### config.mk
export PLATFORM = sky130hd
export DESIGN_NAME = branch_resolve_unit
export DESIGN_NICKNAME = d
export VERILOG_FILES = /design/src/rtl/brc_pkg.sv /design/src/rtl/brc_lane_cmp.sv /design/src/rtl/brc_cond_eval.sv /design/src/rtl/brc_slot_track.sv /design/src/rtl/branch_resolve_unit.sv
export SDC_FILE = /design/constraint.sdc
export NUM_CORES = 1
export LEC_CHECK = 0
export BUFFER_PORTS_ARGS = -buffer_cell sky130_fd_sc_hd__buf_2
export CORE_MARGIN = 2
export CORE_UTILIZATION = 50
export CTS_CLUSTER_DIAMETER = 30
export DETAILED_ROUTE_END_ITERATION = 6
export HOLD_SLACK_MARGIN = 0.1
export PLACE_DENSITY_LB_ADDON = 0.1
export SLEW_MARGIN = 0
export SYNTH_ARGS = -nofsm -noshare
export SYNTH_HDL_FRONTEND = slang
export SYNTH_SLANG_ARGS = --single-unit
### constraint.sdc
create_clock -name clk_i -period 2.7 [get_ports clk_i]
set_input_delay 0.54 -clock clk_i [delete_from_list [all_inputs] [get_ports clk_i]]
set_output_delay 0.54 -clock clk_i [all_outputs]
set_load 0.01 [all_outputs]
### src/rtl/brc_pkg.sv
package brc_pkg;
  typedef enum logic [2:0] {
    BR_NONE = 3'd0,
    BR_GTZ  = 3'd1,
    BR_LEZ  = 3'd2,
    BR_GTZL = 3'd3,
    BR_LEZL = 3'd4,
    BR_LANE = 3'd5,
    BR_JMP  = 3'd6,
    BR_JAL  = 3'd7
  } br_kind_e;

  typedef struct packed {
    logic is_branch;
    logic taken;
    logic likely;
    logic link;
  } br_eval_t;
endpackage

### src/rtl/brc_lane_cmp.sv
module brc_lane_cmp #(
  parameter int XLEN   = 32,
  parameter int LANE_W = 8
) (
  input  logic [XLEN-1:0] a_i,
  input  logic [XLEN-1:0] b_i,
  output logic            hit_o
);
  localparam int NLANES = XLEN / LANE_W;

  logic [NLANES-1:0] lane_eq;

  for (genvar g = 0; g < NLANES; g++) begin : g_lane
    assign lane_eq[g] = (a_i[g*LANE_W +: LANE_W] == b_i[g*LANE_W +: LANE_W]);
  end

  assign hit_o = |lane_eq;

  always_comb begin
    AST_LANE_ALL_EQ: assert (!(a_i == b_i) || hit_o);
  end
endmodule

### src/rtl/brc_cond_eval.sv
module brc_cond_eval
  import brc_pkg::*;
#(
  parameter int XLEN = 32
) (
  input  br_kind_e        kind_i,
  input  logic [XLEN-1:0] rs_i,
  input  logic            lane_hit_i,
  output br_eval_t        eval_o
);
  logic rs_pos;

  // signed rs > 0: sign clear and nonzero
  assign rs_pos = !rs_i[XLEN-1] && (|rs_i);

  always_comb begin
    eval_o = '0;
    unique case (kind_i)
      BR_NONE: eval_o = '0;
      BR_GTZ:  begin eval_o.is_branch = 1'b1; eval_o.taken = rs_pos; end
      BR_LEZ:  begin eval_o.is_branch = 1'b1; eval_o.taken = !rs_pos; end
      BR_GTZL: begin eval_o.is_branch = 1'b1; eval_o.taken = rs_pos;  eval_o.likely = 1'b1; end
      BR_LEZL: begin eval_o.is_branch = 1'b1; eval_o.taken = !rs_pos; eval_o.likely = 1'b1; end
      BR_LANE: begin eval_o.is_branch = 1'b1; eval_o.taken = lane_hit_i; end
      BR_JMP:  begin eval_o.is_branch = 1'b1; eval_o.taken = 1'b1; end
      BR_JAL:  begin eval_o.is_branch = 1'b1; eval_o.taken = 1'b1; eval_o.link = 1'b1; end
      default: eval_o = '0;
    endcase
  end

  always_comb begin
    AST_UNCOND_TAKEN: assert (!(kind_i == BR_JMP || kind_i == BR_JAL) || eval_o.taken);
  end
endmodule

### src/rtl/brc_slot_track.sv
module brc_slot_track (
  input  logic clk_i,
  input  logic rst_ni,
  input  logic issue_i,
  input  logic is_branch_i,
  output logic legal_o,
  output logic illegal_o
);
  logic in_slot_q;

  assign legal_o   = issue_i && is_branch_i && !in_slot_q;
  assign illegal_o = issue_i && is_branch_i &&  in_slot_q;

  // any issue consumes the open slot; only a legal branch opens one
  always_ff @(posedge clk_i or negedge rst_ni) begin
    if (!rst_ni)      in_slot_q <= 1'b0;
    else if (issue_i) in_slot_q <= legal_o;
  end

  AST_SLOT_CONSUMED: assert property (@(posedge clk_i) disable iff (!rst_ni)
    (in_slot_q && issue_i) |=> !in_slot_q);
  AST_IDLE_HOLDS_SLOT: assert property (@(posedge clk_i) disable iff (!rst_ni)
    !issue_i |=> $stable(in_slot_q));
endmodule

### src/rtl/branch_resolve_unit.sv
module branch_resolve_unit
  import brc_pkg::*;
#(
  parameter int XLEN       = 32,
  parameter int LANE_W     = 8,
  parameter int INSN_BYTES = 4,
  parameter int REG_W      = 5,
  parameter int LINK_REG   = 31
) (
  input  logic             clk_i,
  input  logic             rst_ni,
  input  logic             issue_i,
  input  logic [2:0]       kind_i,
  input  logic [XLEN-1:0]  rs_i,
  input  logic [XLEN-1:0]  rt_i,
  input  logic [XLEN-1:0]  pc_i,
  input  logic [XLEN-1:0]  target_i,
  output logic             redirect_o,
  output logic [XLEN-1:0]  next_pc_o,
  output logic             annul_o,
  output logic             link_we_o,
  output logic [REG_W-1:0] link_idx_o,
  output logic [XLEN-1:0]  link_data_o,
  output logic             illegal_o
);
  localparam logic [XLEN-1:0]  SLOT_SKIP = XLEN'(2 * INSN_BYTES);
  localparam logic [REG_W-1:0] LINK_IDX  = REG_W'(LINK_REG);

  br_kind_e        kind;
  logic            lane_hit;
  br_eval_t        eval;
  logic            legal, illegal;
  logic [XLEN-1:0] fall_pc;

  assign kind    = br_kind_e'(kind_i);
  assign fall_pc = pc_i + SLOT_SKIP;

  brc_lane_cmp #(.XLEN(XLEN), .LANE_W(LANE_W)) lane_i (
    .a_i   (rs_i),
    .b_i   (rt_i),
    .hit_o (lane_hit)
  );

  brc_cond_eval #(.XLEN(XLEN)) eval_i (
    .kind_i     (kind),
    .rs_i       (rs_i),
    .lane_hit_i (lane_hit),
    .eval_o     (eval)
  );

  brc_slot_track slot_i (
    .clk_i       (clk_i),
    .rst_ni      (rst_ni),
    .issue_i     (issue_i),
    .is_branch_i (eval.is_branch),
    .legal_o     (legal),
    .illegal_o   (illegal)
  );

  always_ff @(posedge clk_i or negedge rst_ni) begin
    if (!rst_ni) begin
      redirect_o  <= 1'b0;
      annul_o     <= 1'b0;
      link_we_o   <= 1'b0;
      illegal_o   <= 1'b0;
      next_pc_o   <= '0;
      link_data_o <= '0;
    end else begin
      redirect_o <= legal && eval.taken;
      annul_o    <= legal && eval.likely && !eval.taken;
      link_we_o  <= legal && eval.link;
      illegal_o  <= illegal;
      if (legal) next_pc_o <= eval.taken ? target_i : fall_pc;
      if (legal && eval.link) link_data_o <= fall_pc;
    end
  end

  assign link_idx_o = LINK_IDX;

  AST_ANNUL_ONLY_LIKELY: assert property (@(posedge clk_i) disable iff (!rst_ni)
    annul_o |-> $past(issue_i && (kind_i == BR_GTZL || kind_i == BR_LEZL)));
  AST_REDIRECT_PULSE: assert property (@(posedge clk_i) disable iff (!rst_ni)
    redirect_o |=> !redirect_o);
  AST_ILLEGAL_QUIET: assert property (@(posedge clk_i) disable iff (!rst_ni)
    illegal_o |-> !redirect_o && !annul_o && !link_we_o && $stable(next_pc_o));
  AST_LINK_REDIRECTS: assert property (@(posedge clk_i) disable iff (!rst_ni)
    link_we_o |-> redirect_o && $past(kind_i == BR_JAL));
  AST_ISSUE_GATE: assert property (@(posedge clk_i) disable iff (!rst_ni)
    !issue_i |=> !redirect_o && !annul_o && !link_we_o && !illegal_o);
  AST_ANNUL_NOT_TAKEN: assert property (@(posedge clk_i) disable iff (!rst_ni)
    annul_o |-> !redirect_o);
endmodule

==> flow_summary.yaml <==
status:
  status: "complete, no violations"
yosys:
  synth_cell_types: 40
  yosysTopAreaCell: "dfrtp_1"
  yosysMostFrequentCell: "nand2_1"
  async_reset_ff_share_pct: 100
  seq_area_frac_synth_pct: 43.0
  synthCells: 456
  synth_seq_cells: 69
  synth_top_area_share_pct: 43.0
  ys.flop_type: "dfrtp_1"
  syn_area_mm2: 0.00402
  synth-edff-count: 0
  netlist_top_cells_area: "dfrtp_1, xor2_1, nand2_1"
  yosys-top-cells-count: "nand2_1, dfrtp_1, xor2_1"
  avgSynthCellArea_um2: 8.81
  ys_warn_count: 0
power:
  power_density_mw_per_mm2: 642
  total_power_mw: 3.44
  vdd_drop_max_uv: 359
  leakagePower_nw: 2.67
place:
  dpl.cell_count: 744
  gp_congestion: 0.882
  place_area_mm2: 0.00514
  hpwlAfterDp_mm: 9.37
  port-buffer-count: 201
  post-place-ws_ns: 0.0732
setup_path:
  r2r_cells: 4
  startpoint_type: "input port"
  path_max_fanout: 37
  timing.rr.end: "link_data_o[3]"
  end_kind: "register"
  regToRegSetupSlack_ns: 1.03
  cp.arrival_ns: 2.57
  r2r_start: "slot_i.in_slot_q"
  cp.required_ns: 2.92
  criticalPathCategory: "in2reg"
layout:
  stdcell_count: 759
  fin_area_mm2: 0.00536
  drive_gt1_share_pct: 36.2
  diodes: 0
  area_delta_synth_final_pct: 33.4
  nNetsFinal: 788
  post-route-util_pct: 69.0
timing:
  period_minus_slack_ns: 2.35
  fmax_mhz: 426
  finalWorstSetupSlack_ns: 0.353
  rsz0062_at_grt: "false"
  worstMarginPinSlew_ns: 0.883
  setup_viol: 0
  finClkSkew_ns: 0.00764
  fin_crit_sh_pct: 86.9
  slew_headroom_pct: 41.1
  hold_viol: 0
  slew_violations: 0
  whs_ns: 0.210
  setup_tns_ns: 0
routing:
  wl_mm: 12.4
  wire_per_inst_um: 16.3
  drtIter0Drc: 237
  drcViolationCount: 0
  met2_length_mm: 6.04
  vias: 4173
  top_layer: "met4"
  viasPerCell: 5.50
  dr.pass1.iters: 4
  wl_met1_mm: 5.14
  ant_nets: 0
  dr_wl_met3_um: 939
clock_tree:
  cts_tree: "done"
  cts_hold_buf: 0
  clk_pin_slew_ns: 0.08
  post-cts-setup-buffers: 0
  cts_buffers: 9
  clock_sinks: 69
  clock-root-buffer: "clkbuf_8"
  clk_latency_ns: 0.34
  htree_levels: 3
  clockBufferDepth: 2
  post_cts_resized: 0
floorplan:
  die_height_um: 93.6
  die_area_mm2: 0.00877
  start_util_pct: 51.7
  core_mm2: 0.00777
  die_x_um: 93.6
  placementRows: 32
  pin_count: 207
grt:
  grt_overflow: 0
  grtUsageTotal_pct: 28.5
  antenna_found_initial: 0
  grt_pass1_wl_mm: 19.4
  grt_max_degree: 70
  first_global_vias: 4063
run:
  cap_violations: 0
hold_path:
  hold_class: "in2async"
## power by group
group | switching [mW] | internal [mW]
sequential | 0.146 | 1.30
clock | 0.408 | 0.515
combinational | 0.592 | 0.475
## layout by cell type, fill, tap and decap left out, types with 2 or more instances in the layout
cell / count
buf_2: 201
and4_1: 3
nand2_1: 87
inv_1: 4
xnor2_1: 12
mux2i_1: 2
a221o_1: 18
a31oi_1: 9
o21ai_1: 5
nor4_1: 20
clkbuf_8: 9
and3_1: 2
nand3_1: 11
nor2_2: 2
buf_4: 8
conb_1: 5
dfrtp_1: 69
a21o_1: 5
nand4_1: 8
a22o_1: 5
xor2_1: 47
a21oi_1: 29
clkinvlp_4: 2
nor3_1: 7
o21ai_0: 28
bufinv_16: 2
buf_12: 3
o31ai_1: 6
nor2_1: 33
## cell type report
| type | count | area [µm²] |
|---|---|---|
| sequential | 69 | 1730 |
| clock buffer | 9 | 124 |
| fill | 655 | 2410 |
| timing repair buffer | 212 | 1130 |
| tap | 102 | 128 |
| inverter | 5 | 18.8 |
| clock inverter | 6 | 88.8 |
| multi-input combinational | 356 | 2140 |
## logic make-up after synthesis
kind of cell,after synthesis,synth area share [%]
AND/OR/NAND/NOR,180,20.8
AO/OA/AOI/OAI,108,18.0
flip-flops,69,43.0
XOR/XNOR,59,12.9
buffers and inverters,35,4.14
multiplexers,3,0.779
adder cells (fa/ha/maj),1,0.311
other,1,0.0934
## worst max path at each step
stage            start            end  slack (ns)  cells after the start
6_report       rs_i[8]  next_pc_o[22]        0.35                      7
5_1_grt        rs_i[0]   next_pc_o[6]        0.30                      7
4_1_cts        rs_i[0]  next_pc_o[24]        0.45                      7
3_5_place_dp   rs_i[0]  next_pc_o[22]        0.07                      7
3_3_place_gp   rs_i[4]  next_pc_o[14]        0.16                      7
2_1_floorplan  pc_i[3]  next_pc_o[25]        0.51                      7
## critical path: stages
cell      delay [ns]
buf_2           0.12
nor4_1          0.41
nand4_1         0.19
o21bai_2        0.19
mux2_2          0.67
a21oi_1         0.15
a221o_1         0.28
## routing by layer
metal,track usage (%),vias up
met5,0,-
met2,47.5,188
li1,-,2005
met1,37.0,1954
met3,5.08,26
met4,10.7,0
## flip-flops by register name, summed over array words and instances, names as in the netlist
register          flops
link_data_o          32
illegal_o             1
annul_o               1
next_pc_o            32
slot_i.in_slot_q      1
redirect_o            1
link_we_o             1
Note: power is estimated with default switching activity, not from simulation.
